`src/rtl/irq_ctx_pkg.sv`:
```
package irq_ctx_pkg;
  localparam int unsigned CTX_BYTES = 9;
  localparam int unsigned CCR_IDX   = 8;

  typedef enum logic [2:0] {
    ST_IDLE,
    ST_PUSH,
    ST_VEC_H,
    ST_VEC_L,
    ST_VEC_DONE,
    ST_POP
  } seq_state_e;
endpackage

```
`src/rtl/irq_ctx_sp.sv`:
```
module irq_ctx_sp #(
  parameter int unsigned     AW      = 16,
  parameter logic [AW-1:0]   SP_INIT = '0
) (
  input  logic          clk_i,
  input  logic          rst_ni,
  input  logic          load_i,
  input  logic [AW-1:0] din_i,
  input  logic          dec_i,
  input  logic          inc_i,
  output logic [AW-1:0] sp_o,
  output logic [AW-1:0] sp_dec_o
);
  logic [AW-1:0] sp_q;

  always_ff @(posedge clk_i or negedge rst_ni) begin
    if (!rst_ni)     sp_q <= SP_INIT;
    else if (load_i) sp_q <= din_i;
    else if (dec_i)  sp_q <= sp_q - AW'(1);
    else if (inc_i)  sp_q <= sp_q + AW'(1);
  end

  assign sp_o     = sp_q;
  assign sp_dec_o = sp_q - AW'(1);
endmodule

```
`src/rtl/irq_ctx_req.sv`:
```
module irq_ctx_req (
  input  logic clk_i,
  input  logic rst_ni,
  input  logic req_ni,
  input  logic inst_done_i,
  input  logic mask_i,
  input  logic idle_i,
  output logic take_o
);
  logic req_low_q;

  always_ff @(posedge clk_i or negedge rst_ni) begin
    if (!rst_ni) req_low_q <= 1'b0;
    else         req_low_q <= ~req_ni;
  end

  // low at the last edge and still low: at least one full clock
  assign take_o = idle_i & inst_done_i & ~mask_i & req_low_q & ~req_ni;
endmodule

```
`src/rtl/irq_ctx_regs.sv`:
```
module irq_ctx_regs #(
  parameter int unsigned NB       = 9,
  parameter int unsigned DW       = 8,
  parameter int unsigned IW       = 4,
  parameter int unsigned SET_IDX  = 8,
  parameter logic [7:0]  SET_MASK = 8'h10
) (
  input  logic             clk_i,
  input  logic             rst_ni,
  input  logic             snap_en_i,
  input  logic [NB*DW-1:0] snap_i,
  input  logic             wr_en_i,
  input  logic [IW-1:0]    wr_idx_i,
  input  logic [DW-1:0]    wr_data_i,
  input  logic             set_en_i,
  output logic [NB*DW-1:0] q_o
);
  for (genvar g = 0; g < NB; g++) begin : g_byte
    logic [DW-1:0] r_q;

    always_ff @(posedge clk_i or negedge rst_ni) begin
      if (!rst_ni)                              r_q <= '0;
      else if (snap_en_i)                       r_q <= snap_i[g*DW +: DW];
      else if (wr_en_i && wr_idx_i == IW'(g))   r_q <= wr_data_i;
      else if (set_en_i && SET_IDX == g)        r_q <= r_q | DW'(SET_MASK);
    end

    assign q_o[g*DW +: DW] = r_q;
  end
endmodule

```
`src/rtl/irq_ctx_seq.sv`:
```
module irq_ctx_seq
  import irq_ctx_pkg::*;
#(
  parameter int unsigned   AW       = 16,
  parameter int unsigned   DW       = 8,
  parameter logic [AW-1:0] SP_INIT  = 16'h0800,
  parameter logic [AW-1:0] VEC_ADDR = 16'hFFF2,
  parameter int unsigned   I_BIT    = 4
) (
  input  logic            clk_i,
  input  logic            rst_ni,
  input  logic            irq_req_ni,
  input  logic            inst_done_i,
  input  logic            rti_i,
  input  logic            sp_load_i,
  input  logic [AW-1:0]   sp_din_i,
  input  logic [2*DW-1:0] pc_i,
  input  logic [2*DW-1:0] x_i,
  input  logic [2*DW-1:0] y_i,
  input  logic [DW-1:0]   a_i,
  input  logic [DW-1:0]   b_i,
  input  logic [DW-1:0]   ccr_i,
  output logic [2*DW-1:0] pc_o,
  output logic [2*DW-1:0] x_o,
  output logic [2*DW-1:0] y_o,
  output logic [DW-1:0]   a_o,
  output logic [DW-1:0]   b_o,
  output logic [DW-1:0]   ccr_o,
  output logic            ctx_wr_o,
  output logic            ack_o,
  output logic            busy_o,
  output logic [AW-1:0]   sp_o,
  output logic [AW-1:0]   mem_addr_o,
  output logic            mem_we_o,
  output logic            mem_re_o,
  output logic [DW-1:0]   mem_wdata_o,
  input  logic [DW-1:0]   mem_rdata_i
);
  localparam int unsigned WW  = 2 * DW;
  localparam int unsigned CW  = $clog2(CTX_BYTES + 1);
  localparam int unsigned CTW = CTX_BYTES * DW;
  localparam logic [CW-1:0] CNT_LAST = CW'(CTX_BYTES - 1);
  localparam logic [CW-1:0] CNT_END  = CW'(CTX_BYTES);

  seq_state_e state_q;
  logic [CW-1:0] cnt_q;
  logic          ack_q, ctx_wr_q;

  logic          idle, take, start_rti;
  logic          push, pop_rd, pop_cap;
  logic [AW-1:0] sp_dec;
  logic [CTW-1:0] ctx_q, snap;
  logic          wr_en;
  logic [CW-1:0] wr_idx;

  assign idle      = (state_q == ST_IDLE);
  assign start_rti = idle & ~sp_load_i & rti_i;
  assign push      = (state_q == ST_PUSH);
  assign pop_rd    = (state_q == ST_POP) && (cnt_q <= CNT_LAST);
  assign pop_cap   = (state_q == ST_POP) && (cnt_q != '0);

  irq_ctx_req u_req (
    .clk_i       (clk_i),
    .rst_ni      (rst_ni),
    .req_ni      (irq_req_ni),
    .inst_done_i (inst_done_i),
    .mask_i      (ccr_i[I_BIT]),
    .idle_i      (idle & ~sp_load_i & ~rti_i),
    .take_o      (take)
  );

  irq_ctx_sp #(.AW(AW), .SP_INIT(SP_INIT)) u_sp (
    .clk_i    (clk_i),
    .rst_ni   (rst_ni),
    .load_i   (idle & sp_load_i),
    .din_i    (sp_din_i),
    .dec_i    (push),
    .inc_i    (pop_rd),
    .sp_o     (sp_o),
    .sp_dec_o (sp_dec)
  );

  assign snap   = {ccr_i, b_i, a_i, x_i, y_i, pc_i};
  assign wr_en  = pop_cap | (state_q == ST_VEC_L) | (state_q == ST_VEC_DONE);
  assign wr_idx = pop_cap ? (CNT_END - cnt_q) :
                  (state_q == ST_VEC_L) ? CW'(1) : CW'(0);

  irq_ctx_regs #(
    .NB       (CTX_BYTES),
    .DW       (DW),
    .IW       (CW),
    .SET_IDX  (CCR_IDX),
    .SET_MASK (8'(1 << I_BIT))
  ) u_regs (
    .clk_i     (clk_i),
    .rst_ni    (rst_ni),
    .snap_en_i (take),
    .snap_i    (snap),
    .wr_en_i   (wr_en),
    .wr_idx_i  (wr_idx),
    .wr_data_i (mem_rdata_i),
    .set_en_i  (state_q == ST_VEC_DONE),
    .q_o       (ctx_q)
  );

  always_ff @(posedge clk_i or negedge rst_ni) begin
    if (!rst_ni) begin
      state_q  <= ST_IDLE;
      cnt_q    <= '0;
      ack_q    <= 1'b0;
      ctx_wr_q <= 1'b0;
    end else begin
      ack_q    <= 1'b0;
      ctx_wr_q <= 1'b0;
      unique case (state_q)
        ST_IDLE: begin
          cnt_q <= '0;
          if (start_rti) state_q <= ST_POP;
          else if (take) state_q <= ST_PUSH;
        end
        ST_PUSH: begin
          if (cnt_q == CNT_LAST) state_q <= ST_VEC_H;
          else                   cnt_q   <= cnt_q + CW'(1);
        end
        ST_VEC_H: state_q <= ST_VEC_L;
        ST_VEC_L: state_q <= ST_VEC_DONE;
        ST_VEC_DONE: begin
          state_q  <= ST_IDLE;
          ack_q    <= 1'b1;
          ctx_wr_q <= 1'b1;
        end
        ST_POP: begin
          if (cnt_q == CNT_END) begin
            state_q  <= ST_IDLE;
            ctx_wr_q <= 1'b1;
          end else begin
            cnt_q <= cnt_q + CW'(1);
          end
        end
        default: state_q <= ST_IDLE;
      endcase
    end
  end

  always_comb begin
    unique case (state_q)
      ST_PUSH:  mem_addr_o = sp_dec;
      ST_VEC_H: mem_addr_o = VEC_ADDR;
      ST_VEC_L: mem_addr_o = VEC_ADDR + AW'(1);
      default:  mem_addr_o = sp_o;
    endcase
  end

  assign mem_we_o    = push;
  assign mem_re_o    = pop_rd | (state_q == ST_VEC_H) | (state_q == ST_VEC_L);
  assign mem_wdata_o = DW'(ctx_q >> (int'(cnt_q) * DW));

  assign pc_o     = ctx_q[0*DW +: WW];
  assign y_o      = ctx_q[2*DW +: WW];
  assign x_o      = ctx_q[4*DW +: WW];
  assign a_o      = ctx_q[6*DW +: DW];
  assign b_o      = ctx_q[7*DW +: DW];
  assign ccr_o    = ctx_q[CCR_IDX*DW +: DW];
  assign ack_o    = ack_q;
  assign ctx_wr_o = ctx_wr_q;
  assign busy_o   = ~idle;
endmodule

```
`config.mk`:
```
export PLATFORM = sky130hd
export DESIGN_NAME = irq_ctx_seq
export DESIGN_NICKNAME = d
export VERILOG_FILES = /design/src/rtl/irq_ctx_pkg.sv /design/src/rtl/irq_ctx_sp.sv /design/src/rtl/irq_ctx_req.sv /design/src/rtl/irq_ctx_regs.sv /design/src/rtl/irq_ctx_seq.sv
export SDC_FILE = /design/constraint.sdc
export NUM_CORES = 1
export LEC_CHECK = 0
export BUFFER_PORTS_ARGS = -buffer_cell sky130_fd_sc_hd__buf_2
export CORE_MARGIN = 4
export CORE_UTILIZATION = 25
export CTS_BUF_LIST = sky130_fd_sc_hd__clkbuf_2 sky130_fd_sc_hd__clkbuf_4 sky130_fd_sc_hd__clkbuf_8
export DETAILED_ROUTE_END_ITERATION = 12
export PLACE_DENSITY = 0.44
export SLEW_MARGIN = 30
export SYNTH_ARGS = -nofsm -noshare
export SYNTH_HDL_FRONTEND = slang
export SYNTH_SLANG_ARGS = --single-unit
export TNS_END_PERCENT = 5
```
`constraint.sdc`:
```
create_clock -name clk_i -period 2.2 [get_ports clk_i]
set_input_delay 0 -clock clk_i [delete_from_list [all_inputs] [get_ports clk_i]]
set_output_delay 0 -clock clk_i [all_outputs]
set_load 0.01 [all_outputs]
```
==> Word level (Yosys, flattened, before mapping) <==
Cells that the tools add are included.
{ "classes": {"n_mux": 36, "n_eq_ne": 20, "order_cmp": 1, "bitwise_logic": 17, "n_shift": 1, "n_addsub": 4, "n_reduce_logical": 28} }
{ "op_table": {"columns": ["operator", "n"], "rows": [
  ["$mux 8", 18],
  ["$shr 72x7->8", 1],
  ["$mux 16", 3],
  ["$pmux 16 s3", 1],
  ["$reduce_bool 2->1", 9],
  ["$add 16x1->16 const B", 1],
  ["$eq 4x3->1 const B", 4],
  ["$sub 16x1->16 const B", 1],
  ["$pmux 3 s5", 1],
  ["$eq 4x4->1 const B", 3],
  ["$mux 3", 4],
  ["$mux 4", 3],
  ["$pmux 4 s3", 1],
  ["$logic_and 1x1->1", 11],
  ["$reduce_bool 3->1", 3],
  ["$and 1x1->1", 8],
  ["$eq 4x2->1 const B", 2],
  ["$eq 3x2->1 const B", 2],
  ["$eq 3x3->1 const B", 2],
  ["$reduce_and 3->1", 2],
  ["$mux 5", 1],
  ["$not 1->1", 5],
  ["$add 4x1->4 const B", 1],
  ["$eq 4x1->1 const B", 1],
  ["12 further kinds", 19]
]} }
{ "word_totals": {"regBits": 98, "word_cells": 123, "out_inout_bits": 117, "input_bits": 102} }

==> Longest topological paths before layout <==
{ "depth": {"depth_word": 10, "mapped_depth": 8} }

==> Hierarchy <==
Synthesis repeated with hierarchy kept, for this count alone.
{ "unflattened": {"hier_cells": 855, "hier_area_um2": 6926.6} }
{ "by_module_without_submodules": {"columns": ["module", "cells_per_inst", "n_inst", "area_per_inst_um2"], "rows": [
  ["irq_ctx_regs", 426, 1, 3828.7],
  ["irq_ctx_sp", 207, 1, 1574.0],
  ["irq_ctx_seq", 218, 1, 1482.7],
  ["irq_ctx_req", 4, 1, 41.3]
]} }

==> Worst setup path before layout <==
OpenSTA, ideal clock, no wires.
{ "synth_path": {"path_kind": "reg2reg", "from": "register cnt_q[2]", "to": "register u_regs.g_byte[0].r_q[0]", "path_slack_ps": 111, "path_buffers": 0, "arrival_time_ps": 1952, "stages_incl_launch_ff": 8, "path_cell_list": "dfrtp_1 > inv_2 > ha_1 > xnor2_2 > nor4b_2 > o221ai_4 > mux2i_1 > a21oi_1"} }
{ "synth_between": {"elab_chain_cells": 6, "word_cells_on_any_way": 9, "cone_classes": "1 x add/sub; 1 x mux; 2 x bitwise; 5 x reduce/logical"} }
{ "synth_lines": {"columns": ["item", "line", "text"], "rows": [
  ["start, declared", "irq_ctx_seq.sv:46", "logic [CW-1:0] cnt_q;"],
  ["start signal, assigned", "irq_ctx_seq.sv:123", "else cnt_q <= cnt_q + CW'(1);"],
  ["start signal, assigned", "irq_ctx_seq.sv:137", "cnt_q <= cnt_q + CW'(1);"],
  ["parallel branches: the longest is 4 deep, another holds $sub 4x4->4", null, null],
  ["$logic_and 1x1->1 *", "irq_ctx_regs.sv:24", "else if (wr_en_i && wr_idx_i == IW'(g)) r_q <= wr_data_i;"],
  ["$reduce_bool 2->1 (no line) *", null, null],
  ["end signal, assigned", "irq_ctx_regs.sv:23", "else if (snap_en_i) r_q <= snap_i[g*DW +: DW];"],
  ["end signal, assigned", "irq_ctx_regs.sv:24", null],
  ["end signal, assigned", "irq_ctx_regs.sv:25", "else if (set_en_i && SET_IDX == g) r_q <= r_q | DW'(SET_MASK);"],
  ["end, declared", "irq_ctx_regs.sv:19", "logic [DW-1:0] r_q;"]
]} }
Mark *: on every way between the ends.
A chain may end at the register's enable or synchronous reset.

==> Final worst setup path <==
{ "layout_path": {"from": "register u_sp.sp_q[10] (netlist: u_sp.sp_o[10])", "to": "output mem_addr_o[14]"} }
{ "layout_between": {"elab_chain_cells": 2} }
{ "layout_lines": {"columns": ["item", "line", "text"], "rows": [
  ["start, declared", "irq_ctx_sp.sv:14", "logic [AW-1:0] sp_q;"],
  ["start signal, assigned", "irq_ctx_sp.sv:18", "else if (load_i) sp_q <= din_i;"],
  ["start signal, assigned", "irq_ctx_sp.sv:19", "else if (dec_i) sp_q <= sp_q - AW'(1);"],
  ["start signal, assigned", "irq_ctx_sp.sv:20", "else if (inc_i) sp_q <= sp_q + AW'(1);"],
  ["$sub 16x1->16", "irq_ctx_sp.sv:24", "assign sp_dec_o = sp_q - AW'(1);"],
  ["$pmux 16 s3", "irq_ctx_seq.sv:146", "unique case (state_q)"],
  ["end, declared", "irq_ctx_seq.sv:33", "output logic [AW-1:0] mem_addr_o,"]
]} }
No other way between the ends.

==> results.env <==
FINALWIRELENGTH_MICRONS=25500
SYNTH_ASYNC_SR_FLOP_SHARE=1.00
DIE_X_MICRONS=168
SYNTH_SEQUENTIAL_AREA_RATIO=0.385
FINAL.MIN_CLOCK_PERIOD_NS=2.28
HTREEDEPTH=3
DETAIL_ROUTE.DRC_VIOLATIONS=0
POST-SYNTH-TOP-COUNT-CELL='dfrtp_1'
RELSLEWSLACK=0.532
CTS_MAX_PATH_BUFFERS=2
LEADING_POST_SYNTHESIS_CELLS_BY_CELL_AREA='dfrtp_1 38%, mux2i_1 11%, o21ai_0 6.2%, mux4_2 5.7%, nand2_1 5.5%'
FIRST_GLOBAL_VIAS=6712
WORST_EP_REQUIRED_TIME_NS=2.20
RSZ0062_AT_GRT='true'
FLOORPLAN.CORE_AREA_SQ_UM=25100
LAYOUT-AREA-OVERHEAD-VS-SYNTH_PCT=48.8
AVGROUTEDWIREPERCELL_MICRONS=19.0
CLK_ROOT_BUFFER_CELL='clkbuf_8'
ROUTABILITYCONGESTION=0.818
VIOLATIONS='setup timing'
FINCLKSKEW_NS=0.0137
HOLDPATHSTAGES=3
IR_DROP_uV=566
TIMING.FINAL.CRIT_SHARE=1.03
TIMING.REG2REG.SETUP_SLACK_NS=0.09
DETAILED_PLACE.AREA_SQ_UM=8180
CRITICAL_PATH.MAX_FANOUT=2
WORSTPATHARRIVAL_NS=2.28
YOSYS.CELL_TYPES.COUNT=77
VIA_COUNT=6527
N_FILL_CELL=2626
DRT_PRE_ANTENNA_ITERS=5
CELL_TYPE_WITH_THE_HIGHEST_AGGREGATE_AREA_IN_THE_NETLIST='dfrtp_1'
GLOBAL_ROUTE_WIRE_LENGTH_BEFORE_REPAIR_MICRONS=39200
TRITONCTS='yes'
TIGHTESTPINTRANSITION_NS=0.700
CRIT_PATH_CELL_TRACE='or4_4 -> nand2b_4 -> o21a_1 -> o31a_1 -> a31oi_2 -> buf_2'
GRT_MAX_DEGREE=99
FINISH.CELL_COUNT_WITHOUT_FILLERS=1343
SYNTH.CELL_AREA_SQ_UM=6370
NUMBER_OF_CELLS_ON_THE_WORST_REG_TO_REG_PATH=8
PLACE_WORST_SETUP_SLACK_NS=0.0361
SETUP_VIOL_COUNT_FINAL=1
SYNTHESIZED_NET_COUNT=787
IOS=219
FINAL_LAYOUT_SIZE_SUFFIX_GT1_FRAC=0.373
WORST_PATH_DOMINANT_CELL_FAMILY='simple AND/OR/NAND/NOR gates'
DRV_CAP=0
DRV_SLEW=0
NNETSFINAL=1116
PLACE_HPWL_MICRONS=18500
WORST_HOLD_PATH.ENDPOINT='u_regs.g_byte[6].r_q[7]'
FLOORPLAN.INITIALDENSITY=0.254
CRIT_PATH_MAX_INCR_DELAY_NS=0.53
VIASPERCELL=4.86
TOTAL_LEAKAGE_POWER_nW=4.44
PLACEMENT.IO_BUFFERS=218
STATUS='finished, violations left'
ANT_NETS=0
CORE.ROWCOUNT=58
TRACK_USAGE=0.177
FINALINSTANCEAREA_SQ_UM=9470
FINALSETUPTNS_NS=-0.0751
SYNTH-MAIN-FF-CELL='dfrtp_1'
REGTOREGSTARTPOINT='cnt_q[1]'
INITIALDRTVIOLATIONCOUNT=381
GRT_ANTENNA_BEFORE_REPAIR=1
SYNTH_COMMON_CELLS='97 x dfrtp_1, 94 x nand2_1, 79 x o21ai_0, 73 x mux2i_1, 42 x nor2_1'
SYNTH-SEQ-CELLS=98
DIE_Y_MICRONS=168
PLACEDCELLCOUNT=1234
CTS_NUM_SINKS=98
CP_SLOWEST_CELL='or4_4'
CP.BUFFERS_INVERTERS=1
SYNTH_AREA_PER_CELL_SQ_UM=9.38
WORST_HOLD_PATH_TYPE='in2reg'
TRITONCTS.NUM_BUFFERS=9
SETUP_SLACK_NS=-0.0751
SYNTH.TOP_CELL.AREA_SHARE=0.381
NUMBER_OF_ENABLE_TYPE_REGISTER_CELLS_IN_THE_SYNTHESIZED_NETLIST=0
GLOBALROUTEOVERFLOWTOTAL=0
NETLIST_INSTANCES=679
SYNTH.YOSYS.WARNINGS=0
ENDPOINT_KIND='primary output'
PATH_CLK_SLEW_NS=0.12
TYPE_OF_THE_SETUP_PATH_WITH_THE_LEAST_SLACK='reg2out'
CRIT_PATH_START_KIND='flop'
LAYOUT.CORE_UTILIZATION=0.377
POWER_PER_CELL_AREA_nW_PER_UM2=1300
MAXCLOCKFREQUENCY_MHz=440
HOLD_PATH_STARTPOINT='mem_rdata_i[7]'
WORST_R2R_ENDPOINT='u_regs.g_byte[2].r_q[0]'
CLOCK_INSERTION_DELAY_WORST_SKEW_NS=0.39
TIMING_HOLD_VIOLATIONS_FINAL=0
DIE_AREA_SQ_UM=28100
==> tightest hold or removal path, stage by stage <==
cell	delay, ns
buf_2	0.18
mux2i_1	0.15
o21ai_1	0.06
==> metrics by stage <==
stage | total power [mW] | hold WS, ns
2_1_floorplan | 7.48 | -0.296
3_3_place_gp | 10.7 | 0.127
3_5_place_dp | 10.8 | 0.121
4_1_cts | 12.3 | 0.00446
5_1_grt | 13.3 | 0.0176
6_report | 12.4 | 0.0319
==> logic make-up (layout without fill, tap and decap cells) <==
kind of cell    after synthesis  in the layout  synth area share
mux                          90             90             0.173
other cells                   0              1                 0
xor+xnor                      4              4           0.00668
flops                        98             98             0.385
simple gates                211            211             0.179
compound gates              203            203             0.198
buf+inv                      67            400            0.0460
fa+ha+maj                     6              6            0.0118
==> registers in the layout, indices dropped and copies added, names as in the netlist <==
signal,flops
u_req.req_low_q,1
state_q,3
u_regs.g_byte.r_q,72
u_sp.sp_o,16
cnt_q,4
ack_o,1
ctx_wr_o,1
==> worst max-delay path by stage <==
stage	start	to	slack [ns]	cells after the start
2_1_floorplan	cnt_q[2]	u_regs.g_byte[0].r_q[0]	0.11	7
3_3_place_gp	cnt_q[1]	u_regs.g_byte[1].r_q[5]	0.06	8
3_5_place_dp	cnt_q[1]	u_regs.g_byte[1].r_q[2]	0.04	8
4_1_cts	u_sp.sp_o[10]	mem_addr_o[14]	-0.1	6
5_1_grt	u_sp.sp_o[10]	mem_addr_o[14]	-0.18	6
6_report	u_sp.sp_o[10]	mem_addr_o[14]	-0.08	6
==> routing by layer <==
| layer | up-vias | wire length (microns) | GRT usage |
|---|---|---|---|
| met1 | 3134 | 11200 | 0.223 |
| met5 | - | 0 | 0 |
| met4 | 0 | 263 | 0.0360 |
| li1 | 3164 | - | - |
| met3 | 16 | 1670 | 0.0489 |
| met2 | 213 | 12400 | 0.306 |
==> final cells by class <==
cell class / count / area, sq um / share of cell area
repair buffers: 371 / 2580 / 0.273
multi-input cells: 514 / 3780 / 0.399
inverters: 14 / 55.1 / 0.00581
flip-flops and latches: 98 / 2460 / 0.260
diodes: 1 / 2.50 / 0.000264
well taps: 330 / 413 / 0.0436
clock buffers: 9 / 124 / 0.0131
clock inverters: 6 / 57.6 / 0.00608
==> cells in the final DEF, fill, tap and decap left out, types with 6 or more instances in the layout <==
| master | count |
|---|---|
| buf_2 | 217 |
| nand2_1 | 92 |
| dfrtp_1 | 90 |
| dlygate4sd3_1 | 90 |
| o21ai_0 | 75 |
| mux2i_1 | 73 |
| buf_4 | 53 |
| nor2_1 | 40 |
| a21oi_1 | 31 |
| o21ai_1 | 22 |
| mux4_2 | 16 |
| inv_1 | 10 |
| nand3_1 | 10 |
| a32oi_1 | 9 |
| clkbuf_8 | 9 |
| o22ai_1 | 8 |
| buf_12 | 8 |
| and3_1 | 7 |
| dfrtp_2 | 7 |
| a31oi_1 | 6 |
| nor3_1 | 6 |
==> report_power, final <==
part           switching, mW  total [mW]  internal [mW]
clock network          0.781        1.22          0.436
registers              0.881        3.53           2.65
logic                   4.18        7.60           3.43
total                   5.84        12.4           6.51
==> timing repair <==
| item | 4_1_cts | 5_1_grt |
|---|---|---|
| endpoints found under the hold margin | 185 | 0 |
| setup buffers | 2 | 1 |
| pin swaps | 1 | 7 |
| hold buffers | 90 | 0 |
| gates resized for setup | 25 | 25 |
| setup endpoints to repair | 12 | 58 |
Power figures use the tool's default switching activity.
